$ cat config.mk
export PLATFORM = sky130hd
export DESIGN_NAME = allones_alarm
export DESIGN_NICKNAME = d
export VERILOG_FILES = /design/src/rtl/aa_pkg.sv /design/src/rtl/aa_strobe_edge.sv /design/src/rtl/aa_zero_count.sv /design/src/rtl/aa_window_judge.sv /design/src/rtl/allones_alarm.sv
export SDC_FILE = /design/constraint.sdc
export NUM_CORES = 1
export LEC_CHECK = 0
export ABC_AREA = 1
export BUFFER_PORTS_ARGS = -buffer_cell sky130_fd_sc_hd__buf_2
export CORE_MARGIN = 4
export CORE_UTILIZATION = 25
export DETAILED_ROUTE_END_ITERATION = 12
export REMOVE_ABC_BUFFERS = 1
export SLEW_MARGIN = 20
export SYNTH_ARGS = -nofsm -noshare
export SYNTH_HDL_FRONTEND = slang
export SYNTH_SLANG_ARGS = --single-unit
$ cat constraint.sdc
create_clock -name clk -period 1.34 [get_ports clk]
set_clock_uncertainty 0.1 [all_clocks]
set_input_delay 0.067 -clock clk [delete_from_list [all_inputs] [get_ports clk]]
set_output_delay 0.067 -clock clk [all_outputs]
set_load 0.02 [all_outputs]
$ cat src/rtl/aa_pkg.sv
package aa_pkg;

    // Per-window verdict memory and the alarm it drives.
    typedef struct packed {
        logic hist_valid;   // a closed window exists since reset
        logic hist_enough;  // that window reached the zero threshold
        logic alarm;
    } judge_t;

    function automatic int unsigned cnt_width(input int unsigned limit);
        return (limit < 2) ? 1 : $clog2(limit + 1);
    endfunction

endpackage

$ cat src/rtl/aa_strobe_edge.sv
module aa_strobe_edge #(
    parameter int unsigned SYNC_STAGES = 2
) (
    input  logic clk,
    input  logic rst_n,
    input  logic strobe_i,
    output logic edge_o
);
    localparam int unsigned LEN = SYNC_STAGES + 1;

    logic [LEN-1:0] chain_d, chain_q;

    always_comb begin
        chain_d = {chain_q[LEN-2:0], strobe_i};
    end

    always_ff @(posedge clk) begin
        if (!rst_n) chain_q <= '0;
        else        chain_q <= chain_d;
    end

    // Synchronized level is stage SYNC_STAGES-1; the last stage is its history.
    assign edge_o = chain_q[SYNC_STAGES-1] & ~chain_q[SYNC_STAGES];

endmodule

$ cat src/rtl/aa_zero_count.sv
module aa_zero_count #(
    parameter int unsigned LIMIT = 3,
    parameter int unsigned CW    = 2
) (
    input  logic          clk,
    input  logic          rst_n,
    input  logic          bit_valid,
    input  logic          bit_in,
    input  logic          boundary,
    output logic [CW-1:0] cnt_o,
    output logic          enough_o
);
    localparam logic [CW-1:0] CAP = CW'(LIMIT);

    logic [CW-1:0] cnt_d, cnt_q;
    logic          zero_hit;

    always_comb begin
        zero_hit = bit_valid & ~bit_in;
        cnt_d    = cnt_q;
        if (boundary) begin
            cnt_d = zero_hit ? CW'(1) : '0;
        end else if (zero_hit && (cnt_q < CAP)) begin
            cnt_d = cnt_q + CW'(1);
        end
    end

    always_ff @(posedge clk) begin
        if (!rst_n) cnt_q <= '0;
        else        cnt_q <= cnt_d;
    end

    assign cnt_o    = cnt_q;
    assign enough_o = (cnt_q >= CAP);

endmodule

$ cat src/rtl/aa_window_judge.sv
module aa_window_judge
    import aa_pkg::*;
(
    input  logic clk,
    input  logic rst_n,
    input  logic boundary,
    input  logic enough,
    output logic alarm_o
);
    judge_t st_d, st_q;

    always_comb begin
        st_d = st_q;
        if (boundary) begin
            if (st_q.hist_valid && !st_q.hist_enough && !enough) st_d.alarm = 1'b1;
            if (st_q.hist_valid &&  st_q.hist_enough &&  enough) st_d.alarm = 1'b0;
            st_d.hist_valid  = 1'b1;
            st_d.hist_enough = enough;
        end
    end

    always_ff @(posedge clk) begin
        if (!rst_n) st_q <= '0;
        else        st_q <= st_d;
    end

    assign alarm_o = st_q.alarm;

endmodule

$ cat src/rtl/allones_alarm.sv
module allones_alarm
    import aa_pkg::*;
#(
    parameter int unsigned ZERO_LIMIT  = 3,
    parameter int unsigned SYNC_STAGES = 2
) (
    input  logic clk,
    input  logic rst_n,
    input  logic bit_valid,
    input  logic bit_in,
    input  logic win_strobe,
    output logic alarm
);
    localparam int unsigned CW = cnt_width(ZERO_LIMIT);

    logic          win_edge;
    logic [CW-1:0] zero_cnt;
    logic          win_enough;

    aa_strobe_edge #(.SYNC_STAGES(SYNC_STAGES)) u_edge (
        .clk      (clk),
        .rst_n    (rst_n),
        .strobe_i (win_strobe),
        .edge_o   (win_edge)
    );

    aa_zero_count #(.LIMIT(ZERO_LIMIT), .CW(CW)) u_count (
        .clk       (clk),
        .rst_n     (rst_n),
        .bit_valid (bit_valid),
        .bit_in    (bit_in),
        .boundary  (win_edge),
        .cnt_o     (zero_cnt),
        .enough_o  (win_enough)
    );

    aa_window_judge u_judge (
        .clk      (clk),
        .rst_n    (rst_n),
        .boundary (win_edge),
        .enough   (win_enough),
        .alarm_o  (alarm)
    );

endmodule

After elaboration in Yosys (flattened, before gate mapping)
Index checks and enable logic that the tools add are counted.
- logic and storage cells: 27
- output and inout bits: 1
- register bits: 8
- bits of input ports: 5
- add/subtract/negate cells: 1
- order comparisons: 2
- reduce and logical (&&, ||, !) cells: 10
- bitwise gates (word level): 4
- mux-type cells: 5
- operators by type and width (cell ; number):
    1-bit logical AND ; 5
    2-bit two-way mux ; 2
    2-bit nonzero test ; 2
    1-bit two-way mux ; 3
    2-bit by 1-bit adder with 2-bit output, second input constant ; 1
    1-bit AND ; 2
    2-bit >= comparator, second input constant ; 1
    1-bit logical NOT ; 2
    2-bit less-than comparator, second input constant ; 1
    1-bit NOT ; 2
    2-bit AND reduction ; 1

Longest topological paths before layout
Gate-level depths: netlist (run 1).
- depth in word-level cells: 5
- gate-level depth with buffers: 7
- depth with buffers taken out: 7

Hierarchy
A second synthesis (run 1) with hierarchy kept.
- cell total of the unflattened synthesis: 50
- area, all modules: 349.1 um2
- by module, submodules not included (module ; seq. area each (um2) ; area an instance (um2) ; cells an instance ; instances):
    aa_zero_count ; 40.0 ; 140.1 ; 22 ; 1
    aa_window_judge ; 60.1 ; 116.4 ; 17 ; 1
    aa_strobe_edge ; 60.1 ; 92.6 ; 11 ; 1

Least setup slack after synthesis (run 1)
Ideal clock, no wire load.
- kind: flip-flop to flip-flop
- start point: reg u_count.cnt_q[0] (netlist: u_count.cnt_o[0])
- end point: reg u_count.cnt_q[0] (netlist: u_count.cnt_o[0])
- path buffers: 0
- arrival time: 876 ps
- path slack: 250 ps
- required time: 1126 ps
- stages on the path, launching flop included: 8
- period minus slack after synthesis: 1090 ps
- library setup time: 114 ps
- cells stage by stage: dfxtp_1 > ha_1 > inv_1 > nand3_1 > nand2_1 > nor2_1 > nor2_1 > nor2_1
- word-level cells in the longest chain between the ends: 3
- elaborated cells between the ends (all ways): 6
- classes of those cells: 1 x add/sub; 1 x order compare; 2 x mux; 2 x reduce/logical
- RTL lines (what ; RTL line ; RTL):
    start, declared ; aa_zero_count.sv:15 ; logic [CW-1:0] cnt_d, cnt_q;
    start signal, assigned ; aa_zero_count.sv:30 ; else cnt_q <= cnt_d;
    2-bit by 1-bit adder with 2-bit output / 2-bit less-than comparator (equally long branches) ; aa_zero_count.sv:24, aa_zero_count.sv:23 ;
    2-bit two-way mux / 1-bit logical AND (equally long branches) ; aa_zero_count.sv:23 ; end else if (zero_hit && (cnt_q < CAP)) begin
    2-bit two-way mux / 2-bit nonzero test (equally long branches) ; - ;
Parallel ways exist; a longest one is shown, timed or not. The select of a mux whose other input is x is not followed.
A chain may end at the register's enable or synchronous reset.

Worst setup path after layout (run 1)
Ends and elaborated chain as after synthesis.

==> results.md, run 1 <==
* Root Driver: clkbuf_4
* Slew HR at between 80% and 90%
* Commonest non-fill, non-tap cells in the layout: nand2_1 (10), inv_1 (10), nor2_1 (8), dfxtp_1 (8)
* Area contributors post-synth: dfxtp_1 (48%), inv_1 (11%), nand2_1 (11%)
* Routed vias at 308
* Biggest area consumer among synthesized cells: dfxtp_1
* Combinational share of power at under 10%
* Achievable frequency at approximately 0.84 GHz
* Crit end category: flip-flop
* Leakage power at 0.0002183 uW
* Share of power burned in registers at a little over half
* CP Cell Sequence: ha_1 -> inv_1 -> nand3_1 -> nand2_1 -> nor2_1 -> nor2_1 -> nor2_1
* Max Cap Violations at 0
* Worst vdd ir at approximately 420 uV
* CTS tree: yes
* CP Max Fanout at 4
* Status: complete, no violations
* Pin count of the biggest net entering global routing at 6
* Fin. Hold Viols at 0
* Min Tclk post-route at 1191 ps
* I/O Pins at 6
* RSZ-0062 raised after global routing: no
* Crit share post-route at between 80 and 90%
* Yosys cell types at 11
* Cell repeated most along the worst path: nor2_1
* Drt pass-1 iters at 4
* Area Overhead vs Synth at 24.81%
* Worst Tran Pin Value at about 180 ps
* WP data required at about 1400 ps
* Sw Share at ~22%
* Wirelength, routed at around 560 um
* Internal power at 367.2 uW
* FP Rows at 12
* Flops & latches, synth at 8
* Register Area at around 160 um2
* Final setup fails at 0
* First-pass GRT wire length at 1166 um
* I/O Buffers at 5
* CP max-delay cell: dfxtp_1
* Die width at around 44 um
* Startpoint types: flip-flop
* Layout cell share with drive strength beyond 1 at 14.29%
* Min-delay worst type: input port to flip-flop
* Total GRT Usage at ~8.7%
* Ys Warns at 0
* Post-route ant nets at 0
* Num CTS Buffers at 3
* 1st-iter DRT viols at 4
* Syn avg cell area at between 7 and 8 um2
* Final HPWL DP at approximately 430 um
* Worst EP arrival at about 1200 ps
* CP max stage delay at 310 ps
* Placed inst area at roughly 380 um2
* WS Path Type: flip-flop to flip-flop
* Clock Power Share at approximately two fifths
* Fill count at approximately 140
* Die Ht at approximately 44 um
* DR DRC count at 0
* GPL Wtd Cong at roughly 0.73
* Final instance area at ~420 um2
* Routed length per instance at about 8 um
* Initial antenna violation count at 0
* Die area at between 0.0015 and 0.002 mm2
* Clock Latency Late Sink at roughly 250 ps
* CTS clk-pin slew, worst paths at about 50 ps
* Setup TNS at 0 ps
* PwrDens at around 1100 mW/mm2
* # diodes at 0
* Via density at ~4.4
* Max Buffers Root-to-Sink at 2
* Area of the multi-input gates at between 100 and 150 um2
* Nets@finish at 64
* Total global routing overflow at 0
* Initial Util at 28.06%
* Setup slack, reg-to-reg at between 100 and 150 ps
* Net switching power at between 100 and 150 uW
* Vias in the first global route at between 200 and 300
* Syn Inst Count at 47
* Register area share after synthesis at just under 50%
* Yosys top cell area share at between 40% and 50%
* Slew Limit Fails at 0
* Sink Count at 8
* Cell Area, Synth at between 300 and 400 um2
* Htree depth at 1
* Core area at 0.001186 mm2
-- worst max-delay path: cells and delay by family, from the launching register on --
| family | cells | cell delay [ps] |
|---|---|---|
| and+or+nand+nor | 5 | 330 |
| DFF | 1 | 310 |
| adders and majority gates | 1 | 220 |
| buffers and inverters | 1 | 120 |
-- flip-flops by register name (all words and copies together), names as in the netlist --
| name | cells |
|---|---|
| u_count.cnt_o | 2 |
| u_judge.st_q | 2 |
| u_edge.chain_q | 3 |
| u_judge.alarm_o | 1 |
-- routing by layer --
layer / vias up / part of all wire (%) / track usage, %
met2: 8 / 40 / 10.60
met5: - / 0 / 0
met3: 5 / 5.7 / 3.659
li1: 163 / - / -
met4: 0 / 5.7 / 10.84
met1: 132 / 49 / 9.927
-- kinds of logic (layout without fill, tap and decap cells) --
kind of cell | Yosys count | in the layout | synth area share [%]
adder cells (fa/ha/maj) | 1 | 1 | 3.759
AND/OR/NAND/NOR | 24 | 24 | 30.08
AO/OA/AOI/OAI | 4 | 4 | 6.766
flip-flops | 8 | 8 | 48.12
buffers and inverters | 10 | 19 | 11.28
-- area by class of cell --
type	instances	share of cell area (%)
sequential	8	38.55
multi-input combinational	29	32.53
timing repair buffer	6	10.24
inverter	10	9.036
clock buffer	3	5.422
tap	14	4.217
-- power groups by stage --
stage / clock, uW / combinational (uW) / sequential (uW)
after global routing: 210 / 47.6 / 252
after detailed placement: 0 / 35.8 / 257
after global placement: 0 / 34.7 / 257
final: 183 / 38.6 / 251
after floorplan: 0 / 23.0 / 256
after CTS: 194 / 42.5 / 251
-- through the flow --
stage | total power, uW | hold slack [ps] | utilization [%] | std cells | setup slack [ps]
after global placement | 291.4 | 150.2 | 31.65 | 66 | 168.7
after floorplan | 279.3 | 60.45 | - | 47 | 249.6
final | 473.4 | 34.54 | 35.02 | 70 | 148.9
after detailed placement | 292.5 | 154.4 | 31.65 | 66 | 141.8
after global routing | 509.8 | 66.21 | 35.02 | 70 | 16.30
after CTS | 487.7 | 26.08 | 36.08 | 72 | 39.10
-- path summary, 6_finish.rpt --
check | endpoint | cells after the start | from
max | u_count.cnt_o[0] | 7 | u_count.cnt_o[0]
min | u_count.cnt_o[1] | 4 | bit_in
max reg2reg | u_count.cnt_o[0] | 7 | u_count.cnt_o[0]
min reg2reg | u_edge.chain_q[1] | 2 | u_edge.chain_q[0]
-- synthesized netlist by cell type --
cell / instances
inv_1: 10
nand2_1: 10
dfxtp_1: 8
nor2_1: 8
nand3_1: 4
a21oi_1: 2
a21boi_1: 1
ha_1: 1
nand4_1: 1
nor2_2: 1
o21ai_0: 1
-- repair_timing --
action / 4_1_cts / 5_1_grt
setup endpoints to repair: 0 / 1
resized for setup: 0 / 1
endpoints found under the hold margin: 3 / 0
setup buffers: 0 / 0
hold buffers: 3 / 0
(Power assumes the default switching activity.)
==> inputs of run 2 (changes only) <==
==> constraint.sdc (replaced) <==
create_clock -name clk -period 1.34 [get_ports clk]
set_clock_uncertainty 0.1 [all_clocks]
set_input_delay 0.134 -clock clk [delete_from_list [all_inputs] [get_ports clk]]
set_output_delay 0.134 -clock clk [all_outputs]
set_load 0.02 [all_outputs]
==> run 2 against run 1 <==
  * Largest cell class unchanged
  * Sequential share of layout area is 0.71 points higher
  * Largest power group unchanged
  * Critical path depth stayed put
  * Routed wire length is 0.71% higher
==> results.md, run 2 (synthesized netlist as in run 1, its figures left out) <==
* GPL Wtd Cong at 0.7307 (unchanged)
* Max Buffers Root-to-Sink at 2 (unchanged)
* Total GRT Usage at 8.354% (was 8.685%)
* Initial antenna violation count at 0 (unchanged)
* Crit share post-route at 88.83% (was 88.89%)
* 1st-iter DRT viols at 4 (unchanged)
* Setup TNS at 0 ps (unchanged)
* Commonest non-fill, non-tap cells in the layout: nand2_1 (10), inv_1 (10), nor2_1 (8), dfxtp_1 (8), buf_2 (5) (was nand2_1 (10), inv_1 (10), nor2_1 (8), dfxtp_1 (8))
* Initial Util at 28.06% (unchanged)
* FP Rows at 12 (unchanged)
* Placement Setup Slack at 141.8 ps (unchanged)
* Register Area at 160.2 um2 (unchanged)
* Post-CTS Resized at 0 (unchanged)
* Hold Buf Count CTS at 1 (was 3)
* Area Overhead vs Synth at 22.56% (was 24.81%)
* WP data required at 1380 ps (about the same)
* First-pass GRT wire length at 1110 um (was 1166 um)
* CTS tree: yes (unchanged)
* Total global routing overflow at 0 (unchanged)
* Non-filler instance count after layout at 70 (unchanged)
* Num CTS Buffers at 3 (unchanged)
* Die area at 0.001979 mm2 (unchanged)
* Crit end category: flip-flop (unchanged)
* Area of the multi-input gates at 135.1 um2 (unchanged)
* Core area at 0.001186 mm2 (unchanged)
* Startpoint types: flip-flop (unchanged)
* Max Cap Violations at 0 (unchanged)
* CTS clk-pin slew, worst paths at 50 ps (about the same)
* Status: complete, no violations (unchanged)
* Leakage power at 0.0002092 uW (was 0.0002183 uW)
* Placed inst area at 375.4 um2 (unchanged)
* Final HPWL DP at 432.5 um (unchanged)
* Pin count of the biggest net entering global routing at 6 (unchanged)
* Die width at 44.49 um (unchanged)
* Worst vdd ir at 422.1 uV (was 422.0 uV)
* CP Max Fanout at 4 (unchanged)
* Htree depth at 1 (unchanged)
* Achievable frequency at 0.8401 GHz (was 0.8396 GHz)
* Setup Fix Bufs, Post-CTS at 0 (unchanged)
* I/O Buffers at 5 (unchanged)
* Fill count at 137 (was 135)
* Number of flip-flops in the largest register at 3 (unchanged)
* Drt pass-1 iters at 4 (unchanged)
* Layout cell share with drive strength beyond 1 at 16.07% (was 14.29%)
* Largest Register: u_edge.chain_q (unchanged)
* PwrDens at 1157 mW/mm2 (was 1140 mW/mm2)
* Worst Tran Pin Value at 183.7 ps (unchanged)
* Sink Count at 8 (unchanged)
* Routed vias at 304 (was 308)
* Die Ht at 44.49 um (unchanged)
* Final instance area at 407.9 um2 (was 415.4 um2)
* Worst Slack Setup Final at 149.6 ps (was 148.9 ps)
* Slew Limit Fails at 0 (unchanged)
* Final setup fails at 0 (unchanged)
* # diodes at 0 (unchanged)
* Via density at 4.343 (was 4.400)
* I/O Pins at 6 (unchanged)
* Clock Latency Late Sink at 250 ps (about the same)
* RSZ-0062 raised after global routing: no (unchanged)
* Total Power at 472.1 uW (was 473.4 uW)
* DR DRC count at 0 (unchanged)
* Min Tclk post-route at 1190 ps (was 1191 ps)
* Vias in the first global route at 273 (was 284)
* Post-route ant nets at 0 (unchanged)
* WS Path Type: flip-flop to flip-flop (unchanged)
* Min-delay worst type: input port to flip-flop (unchanged)
* Root Driver: clkbuf_4 (unchanged)
* Dpl cells at 66 (unchanged)
* Routed length per instance at 8.086 um (was 8.029 um)
* Fin. Hold Viols at 0 (unchanged)
* Slew HR at 87.71% (unchanged)
* Wirelength, routed at 566 um (was 562 um)
* Worst EP arrival at 1230 ps (was 1240 ps)
* Nets@finish at 64 (unchanged)
-- run 2: path summary, 6_finish.rpt --
path	startpoint	to	slack, ps	cells past startpoint
max	u_count.cnt_o[0]	u_count.cnt_o[0]	150	7
min	rst_n	u_edge.chain_q[0]	20	3
max reg2reg	u_count.cnt_o[0]	u_count.cnt_o[0]	150	7
min reg2reg	u_edge.chain_q[0]	u_edge.chain_q[1]	320	2
-- run 2: layer usage --
metal | track usage (%) | share of wire, % | wire (um)
met5 | 0 | 0 | 0
met2 | 9.742 | 40 | 224
met1 | 9.685 | 48 | 274
met4 | 10.84 | 5.7 | 32
met3 | 3.659 | 6.0 | 34
-- run 2: report_power, final --
part | switching [uW] | total, uW | leakage, uW | internal (uW)
registers | 4.55 | 251 | 0.0000653 | 247
clock network | 81.0 | 183 | 0.0000138 | 102
logic | 20.7 | 37.2 | 0.000130 | 16.5
-- run 2: critical path, cell delays in order, from the launching register on --
cell	delay [ps]
dfxtp_1	310
ha_1	220
inv_1	120
nand3_1	100
nand2_1	70
nor2_1	40
nor2_1	80
nor2_1	40
-- run 2: through the flow --
| step | util, % | hold slack, ps |
|---|---|---|
| 2_1_floorplan | - | 127.5 |
| 3_3_place_gp | 31.65 | 217.2 |
| 3_5_place_dp | 31.65 | 221.4 |
| 4_1_cts | 34.39 | 13.27 |
| 5_1_grt | 34.39 | 40.21 |
| 6_report | 34.39 | 15.81 |
-- run 2: final cells by class --
type	count	share of cell area (%)
Clock buffer	3	5.521
Inverter	10	9.202
Sequential cell	8	39.26
Tap cell	14	4.294
Timing Repair Buffer	6	8.589
Multi-Input combinational cell	29	33.13
==> inputs of run 3 (changes only) <==
--- a/config.mk
+++ b/config.mk
@@ -7,9 +7,10 @@
 export LEC_CHECK = 0
 export ABC_AREA = 1
 export BUFFER_PORTS_ARGS = -buffer_cell sky130_fd_sc_hd__buf_2
-export CORE_MARGIN = 4
-export CORE_UTILIZATION = 25
+export CORE_AREA = 4 4 41 43
 export DETAILED_ROUTE_END_ITERATION = 12
+export DIE_AREA = 0 0 45 47
+export PLACE_DENSITY = 0.49
 export REMOVE_ABC_BUFFERS = 1
 export SLEW_MARGIN = 20
 export SYNTH_ARGS = -nofsm -noshare
==> run 3 against run 2 <==
  * Utilization shrank 2.9 points
  * First-iteration DRC count grew 100%
  * Via count shrank 6.6%
  * Clock-buffer cell count is the same
  * Cell count grew 1.4%
  * Critical path depth is the same
  * Combinational power is 3% higher
  * Global-route usage shrank 1.7 points
  * Non-clock buffer count is the same
  * Routed wire length rose by 3.9%
  * Largest cell class unchanged
  * Largest power group unchanged
  * Highest routed layer unchanged
==> results.md, run 3 (synthesized netlist as in run 1, its figures left out) <==
* 1st-iter DRT viols at 8 (was 4)
* Leakage power at 0.0002092 uW (unchanged)
* CP Depth at 7 (unchanged)
* Final instance area at 409.1 um2 (was 407.9 um2)
* FP Rows at 13 (was 12)
* GRT Max-Usage Layer: met1 (was met4)
* Via density at 4.000 (was 4.343)
* CP max-delay cell: dfxtp_1 (unchanged)
* Final setup fails at 0 (unchanged)
* CTS clk-pin slew, worst paths at 50 ps (about the same)
* CTS tree: yes (unchanged)
* # diodes at 0 (unchanged)
* WP data required at 1380 ps (about the same)
* Routed vias at 284 (was 304)
* First-pass GRT wire length at 959 um (was 1110 um)
* Register Area at 160.2 um2 (unchanged)
* CP Max Fanout at 4 (unchanged)
* Grt met1 use at 9.174% (was 9.685%)
* Reg2Reg Capture Point: u_count.cnt_o[0] (unchanged)
* Worst hold stages at 3 (unchanged)
* GPL Wtd Cong at 0.6444 (was 0.7307)
* Layout cell share with drive strength beyond 1 at 16.07% (unchanged)
* Crit share post-route at 88.63% (was 88.83%)
* Htree depth at 1 (unchanged)
* Worst Setup EP: u_count.cnt_o[0] (unchanged)
* Root Driver: clkbuf_4 (unchanged)
* Achievable frequency at 0.8420 GHz (was 0.8401 GHz)
* Min Tclk post-route at 1188 ps (was 1190 ps)
* Pin count of the biggest net entering global routing at 6 (unchanged)
* I/O Buffers at 5 (unchanged)
* Critical Path Start: u_count.cnt_o[0] (unchanged)
* Worst vdd ir at 441.7 uV (was 422.1 uV)
* RSZ-0062 raised after global routing: no (unchanged)
* Setup TNS at 0 ps (unchanged)
* Final HPWL DP at 447.7 um (was 432.5 um)
* WS Path Type: flip-flop to flip-flop (unchanged)
* Number of flip-flops in the largest register at 3 (unchanged)
* Drt pass-1 iters at 2 (was 4)
* Worst Tran Pin Value at 192.4 ps (was 183.7 ps)
* WP buf/inv at 1 (unchanged)
* Initial Util at 25.58% (was 28.06%)
* DR DRC count at 0 (unchanged)
* Worst Slack Setup Final at 152.3 ps (was 149.6 ps)
* CP max stage delay at 310 ps (about the same)
* Wirelength, routed at 588 um (was 566 um)
* Routed length per instance at 8.282 um (was 8.086 um)
* GR Util met3 at 2.299% (was 3.659%)
* Area of the multi-input gates at 135.1 um2 (unchanged)
* Die Ht at 47 um (was 44.49 um)
* Slew Limit Fails at 0 (unchanged)
* Startpoint types: flip-flop (unchanged)
* Sink Count at 8 (unchanged)
* Nets@finish at 64 (unchanged)
* Initial antenna violation count at 0 (unchanged)
* Vias in the first global route at 235 (was 273)
* Worst EP arrival at 1230 ps (about the same)
* I/O Pins at 6 (unchanged)
* Status: complete, no violations (unchanged)
* Max Buffers Root-to-Sink at 2 (unchanged)
* Die area at 0.002115 mm2 (was 0.001979 mm2)
* Total GRT Usage at 6.656% (was 8.354%)
* Min-delay worst type: input port to flip-flop (unchanged)
* CP Cell Sequence: ha_1 -> inv_1 -> nand3_1 -> nand2_1 -> nor2_1 -> nor2_1 -> nor2_1 (unchanged)
* Slew HR at 87.14% (was 87.71%)
* Num CTS Buffers at 3 (unchanged)
* Total global routing overflow at 0 (unchanged)
* Cell repeated most along the worst path: nor2_1 (unchanged)
* Fin. Hold Viols at 0 (unchanged)
* Fill count at 158 (was 137)
* Setup slack, reg-to-reg at 150 ps (about the same)
* R2R depth at 7 (unchanged)
* Largest Register: u_edge.chain_q (unchanged)
* CP top delay family: simple AND/OR/NAND/NOR gates (unchanged)
* PwrDens at 1153 mW/mm2 (was 1157 mW/mm2)
* Area Overhead vs Synth at 22.93% (was 22.56%)
* Placement Setup Slack at 167.7 ps (was 141.8 ps)
* Die width at 45 um (was 44.49 um)
* Commonest non-fill, non-tap cells in the layout: nand2_1 (10), inv_1 (10), nor2_1 (8), dfxtp_1 (8), buf_2 (5) (unchanged)
* Core area at 0.001301 mm2 (was 0.001186 mm2)
* Met2 Track Usage GR at 7.345% (was 9.742%)
* Post-route ant nets at 0 (unchanged)
* Placed inst area at 376.6 um2 (was 375.4 um2)
* Max Cap Violations at 0 (unchanged)
* Clock Latency Late Sink at 250 ps (about the same)
* Crit end category: flip-flop (unchanged)
* Worst r2r src: u_count.cnt_o[0] (unchanged)
run 3: cell counts in the layout (fill, tap and decap cells not counted):
Identical to the previous run, type by type.
run 3: stage by stage:
step           cells  utilization [%]  hold WS [ps]  total power [uW]
2_1_floorplan     47                -         127.5             279.3
3_3_place_gp      67            28.94         216.8             293.6
3_5_place_dp      67            28.94         220.5             293.1
4_1_cts           71            31.44         13.18             484.4
5_1_grt           71            31.44         47.92             504.1
6_report          71            31.44         21.23             471.6
run 3: repair_timing:
action,in CTS,in global routing
resized for setup,0,0
buffers inserted,0,0
hold buffers,1,0
hold endpoints to repair,1,0
run 3: worst min path at each step:
| stage | startpoint | end | slack [ps] |
|---|---|---|---|
| after CTS | rst_n | u_edge.chain_q[0] | 10 |
| final | rst_n | u_edge.chain_q[0] | 20 |
| after floorplan | rst_n | u_edge.chain_q[0] | 130 |
| after detailed placement | win_strobe | u_edge.chain_q[0] | 220 |
| after global routing | rst_n | u_edge.chain_q[1] | 50 |
| after global placement | win_strobe | u_edge.chain_q[0] | 220 |
run 3: area by class of cell:
class	count	share of cell area [%]
tap	15	4.587
clock buffer	3	5.505
multi-input combinational	29	33.03
inverter	10	9.174
sequential	8	39.14
timing repair buffer	6	8.563
run 3: layer usage:
layer  vias up  part of all wire, %
met4         0                  2.6
met2         8                   38
met5         -                    0
met3         2                  6.8
met1       113                   53
li1        161                    -
run 3: where the power goes:
group | leakage, uW | internal, uW | switching (uW)
combinational | 0.000130 | 16.7 | 21.8
sequential | 0.0000653 | 247 | 4.75
clock | 0.0000138 | 102 | 79.1
run 3: tightest hold or removal path, stage by stage:
cell	delay [ps]
buf_2	120
nand2_1	50
inv_1	40
